## src/rtl/rxf_bit_asm.sv

```systemverilog
module rxf_bit_asm #(
   parameter int BYTE_W = 8
) (
   input  logic                      clk,
   input  logic                      rst_n,
   input  logic                      clr,
   input  logic                      shift_en,
   input  logic                      din,
   output logic                      byte_done,
   output logic [BYTE_W-1:0]         byte_nxt,
   output logic [$clog2(BYTE_W)-1:0] bit_idx
);
   localparam int CNT_W = $clog2(BYTE_W);
   localparam logic [CNT_W-1:0] LAST = CNT_W'(BYTE_W - 1);

   logic [BYTE_W-1:0] sr_q;

   assign byte_nxt  = {din, sr_q[BYTE_W-1:1]};
   assign byte_done = shift_en && (bit_idx == LAST);

   always_ff @(posedge clk) begin
      if (!rst_n) begin
         sr_q    <= '0;
         bit_idx <= '0;
      end else if (clr) begin
         bit_idx <= '0;
      end else if (shift_en) begin
         sr_q    <= byte_nxt;
         bit_idx <= (bit_idx == LAST) ? '0 : bit_idx + 1'b1;
      end
   end
endmodule

```

## config.mk

```make
export PLATFORM = sky130hd
export DESIGN_NAME = rxf_bit_asm
export DESIGN_NICKNAME = d
export VERILOG_FILES = /design/src/rtl/rxf_bit_asm.sv
export SDC_FILE = /design/constraint.sdc
export NUM_CORES = 1
export LEC_CHECK = 0
export BUFFER_PORTS_ARGS = -buffer_cell sky130_fd_sc_hd__clkbuf_2
export CORE_AREA = 2 2 39 41
export DETAILED_ROUTE_END_ITERATION = 8
export DIE_AREA = 0 0 41 43
export MAX_ROUTING_LAYER = met4
export SYNTH_ARGS = -nofsm -noshare
export SYNTH_HDL_FRONTEND = slang
export SYNTH_SLANG_ARGS = --single-unit
export TNS_END_PERCENT = 20
```

## constraint.sdc

```tcl
create_clock -name clk -period 1.5 [get_ports clk]
set_input_delay 0.225 -clock clk [delete_from_list [all_inputs] [get_ports clk]]
set_output_delay 0.225 -clock clk [all_outputs]
set_load 0.01 [all_outputs]
```

==> impl_metrics.toml <==
[finish]
area_growth_pct = 30.9
multi_input_area_um2 = 215
final_cells = 74
seq_area_um2 = 203
diodes = 0
drive_gt1_share_pct = 44.8
fillers = 156
nets = 67

[floorplanning]
rows = 14
chipWidth_um = 41
ios = 17
core_area_mm2 = 0.00138
fp.dieH_um = 43
start_util_pct = 31.0
fp.dieArea_mm2 = 0.00176

[synth]
async_flop_share_pct = 0
synth_warnings = 0
synthTopCellsByArea = "dfxtp_1 (47%), mux2i_1 (21%), nor2b_1 (10%)"
avgSynthCellArea_um2 = 11.0
ys_ff_latch = 10
synth_compound_area_share_pct = 1.17
synth_ff_type = "dfxtp_1"
synth_top_family_by_area = "simple AND/OR/NAND/NOR gates"
yosys.area_share.xor_xnor_pct = 0
ys_seq_area_share_pct = 46.6
syn_area_um2 = 429
synth_fa_ha_area_share_pct = 5.83
synth_cell_type_count = 12
syn-num-nets = 46
synthSimpleGateAreaFrac_pct = 21.0
synth_area_leader_cell = "dfxtp_1"
yosys.cell_count.top_type = "dfxtp_1"
synth_top_area_share_pct = 46.6
synthMuxAreaShare_pct = 21.0
synth_edf_count = 0
netlist_top_cells_count = "dfxtp_1 (10), mux2i_1 (9), nor2b_1 (7)"
syn_inst = 39

[grt]
overflow = 0
grt_max_degree = 9
grt_pass1_wl_um = 1210
antenna_found_initial = 0
grt.total_usage_pct = 11.7
grt_pass1_vias = 305

[critical_path]
reg2reg_to = "bit_idx[0]"
crit_required_ns = 1.27
worstPathMaxFanout = 3
crit_buf_inv = 1
start_kind = "flip-flop"
cp_slowest_cell = "dfxtp_2"
crit_top_cell = "ha_2"
end_kind = "output pin"
crit_chain = "ha_2, ha_2, and2_2, buf_6"
ff2ff_path_depth = 6
cp_data_arrival_time_ns = 1.24
crit_type = "reg2out"
slowest_delay_ns = 0.32
timing.rr.start = "bit_idx[1]"
crit_family = "adder cells"
r2r_setup_slack_ns = 0.41
crit_path_start = "bit_idx[0]"

[sta]
setup_viol = 0
grt_setup_unrepaired = "false"
worstMarginPinSlew_ns = 0.379
hold-worst-slack_ns = 0.235
fin_setup_tns_ns = 0
fmax_mhz = 683
hold_viol = 0
layout_min_cycle_time_ns = 1.46
slew_headroom_pct = 74.7
fin_skew_ns = 0.00231
final_max_slew_viol_count = 0
finalCritPeriodShare_pct = 97.6

[power_and_ir_drop]
p_clk_share_pct = 37.3
vdd_drop_max_mv = 0.269
pwr-share-comb_pct = 8.3
p_leak_nw = 0.256
power.density_mw_per_mm2 = 890
internal_power_uw = 384
p_switching_uw = 116
switching_share_pct = 23.2
seqPwrFrac_pct = 54.4

[run]
cap_violations = 0

[worst_hold_path]
hp-class = "in2reg"
worstHoldEndpoint = "sr_q[7]"
holdPathStages = 3
min_from = "din"

[cts]
cts_root_buf = "clkbuf_4"
htree_levels = 1
path_clk_slew_ns = 0.06
cts_max_path_buffers = 2
clock_latency_ns = 0.27
cts_inserted_buffers = 3
cts_tree = "built"
cts_sinks = 10

[route]
ant_nets = 0
routedWlPerCell_um = 10.5
vias = 332
drc = 0
drtIter0Drc = 1
dr.pass1.iters = 3
wl_um = 780
vias_per_cell = 4.49

[placed_design]
place_congestion = 0.631
portBuffers = 16
place_inst = 69

[outcome]
status = "completed"
==> per-layer routing <==
layer,up-vias,GRT usage [%],share of wire [%]
li1,167,-,-
met1,147,13.0,49
met2,15,13.4,40
met3,3,6.28,7.6
met4,0,12.0,3.6
met5,-,-,0
==> flip-flops by register name, indices dropped and copies added, names as in the netlist <==
register  flops
sr_q          7
bit_idx       3
==> cells by family (layout without fill, tap and decap cells) <==
| kind of cell | after synthesis | after routing |
|---|---|---|
| adder cells (fa/ha/maj) | 2 | 2 |
| buffers and inverters | 2 | 21 |
| AO/OA/AOI/OAI | 1 | 1 |
| AND/OR/NAND/NOR | 15 | 15 |
| multiplexers | 9 | 9 |
| flip-flops | 10 | 10 |
==> power groups by stage <==
stage	Sequential, mW	Clock, mW	Combinational (mW)
finish	0.272	0.186	0.0414
global route	0.272	0.209	0.0463
CTS	0.272	0.195	0.0422
detailed placement	0.278	0	0.0395
global placement	0.278	0	0.0394
floorplan	0.280	0	0.0256
==> metrics by stage <==
stage               utilization [%]  power, mW  setup WS (ns)  instance area, um^2
floorplan                         -      0.305          0.343                  429
global placement               36.9      0.318          0.271                  510
detailed placement             36.9      0.318          0.252                  510
CTS                            39.3      0.509        0.00602                  544
global route                   40.6      0.527        0.00727                  562
finish                         40.6      0.500         0.0358                  562
==> worst reg2reg max path: cells and delay by family, from the launching register on <==
kind	cells	cell delay [ns]
flops	1	0.34
fa+ha+maj	2	0.33
simple gates	2	0.08
mux	1	0.12
buf+inv	1	0.10
==> cell usage in the layout (no fill, tap or decap) <==
cell type	instances
nor2b_1	7
and2b_1	1
clkbuf_2	15
and2_2	1
dfxtp_1	8
dfxtp_2	2
nand3b_1	1
a21oi_1	1
nand2b_1	2
clkbuf_4	3
buf_6	1
mux2i_1	9
nor2_1	3
buf_4	2
ha_2	2
==> what timing repair did <==
action                                  4_1_cts  5_1_grt
resized for setup                             2        4
setup buffers                                 1        1
pin swaps                                     0        0
endpoints found under the setup margin        1        1
hold buffers                                  0        0
==> how the worst max path moves through the flow <==
stage                      to  slack, ns  depth (start not counted)
finish              byte_done       0.04                          4
global route        byte_done      0.007                          4
detailed placement  byte_done       0.25                          4
floorplan           byte_done       0.34                          3
global placement    byte_done       0.27                          4
CTS                 byte_done      0.006                          4
==> area by class of cell <==
cell class	count	area share (%)
multi-input cells	27	38.3
flip-flops and latches	10	36.1
repair buffers	18	18.0
clock buffers	3	4.01
well taps	16	3.56
(Power assumes the default switching activity.)
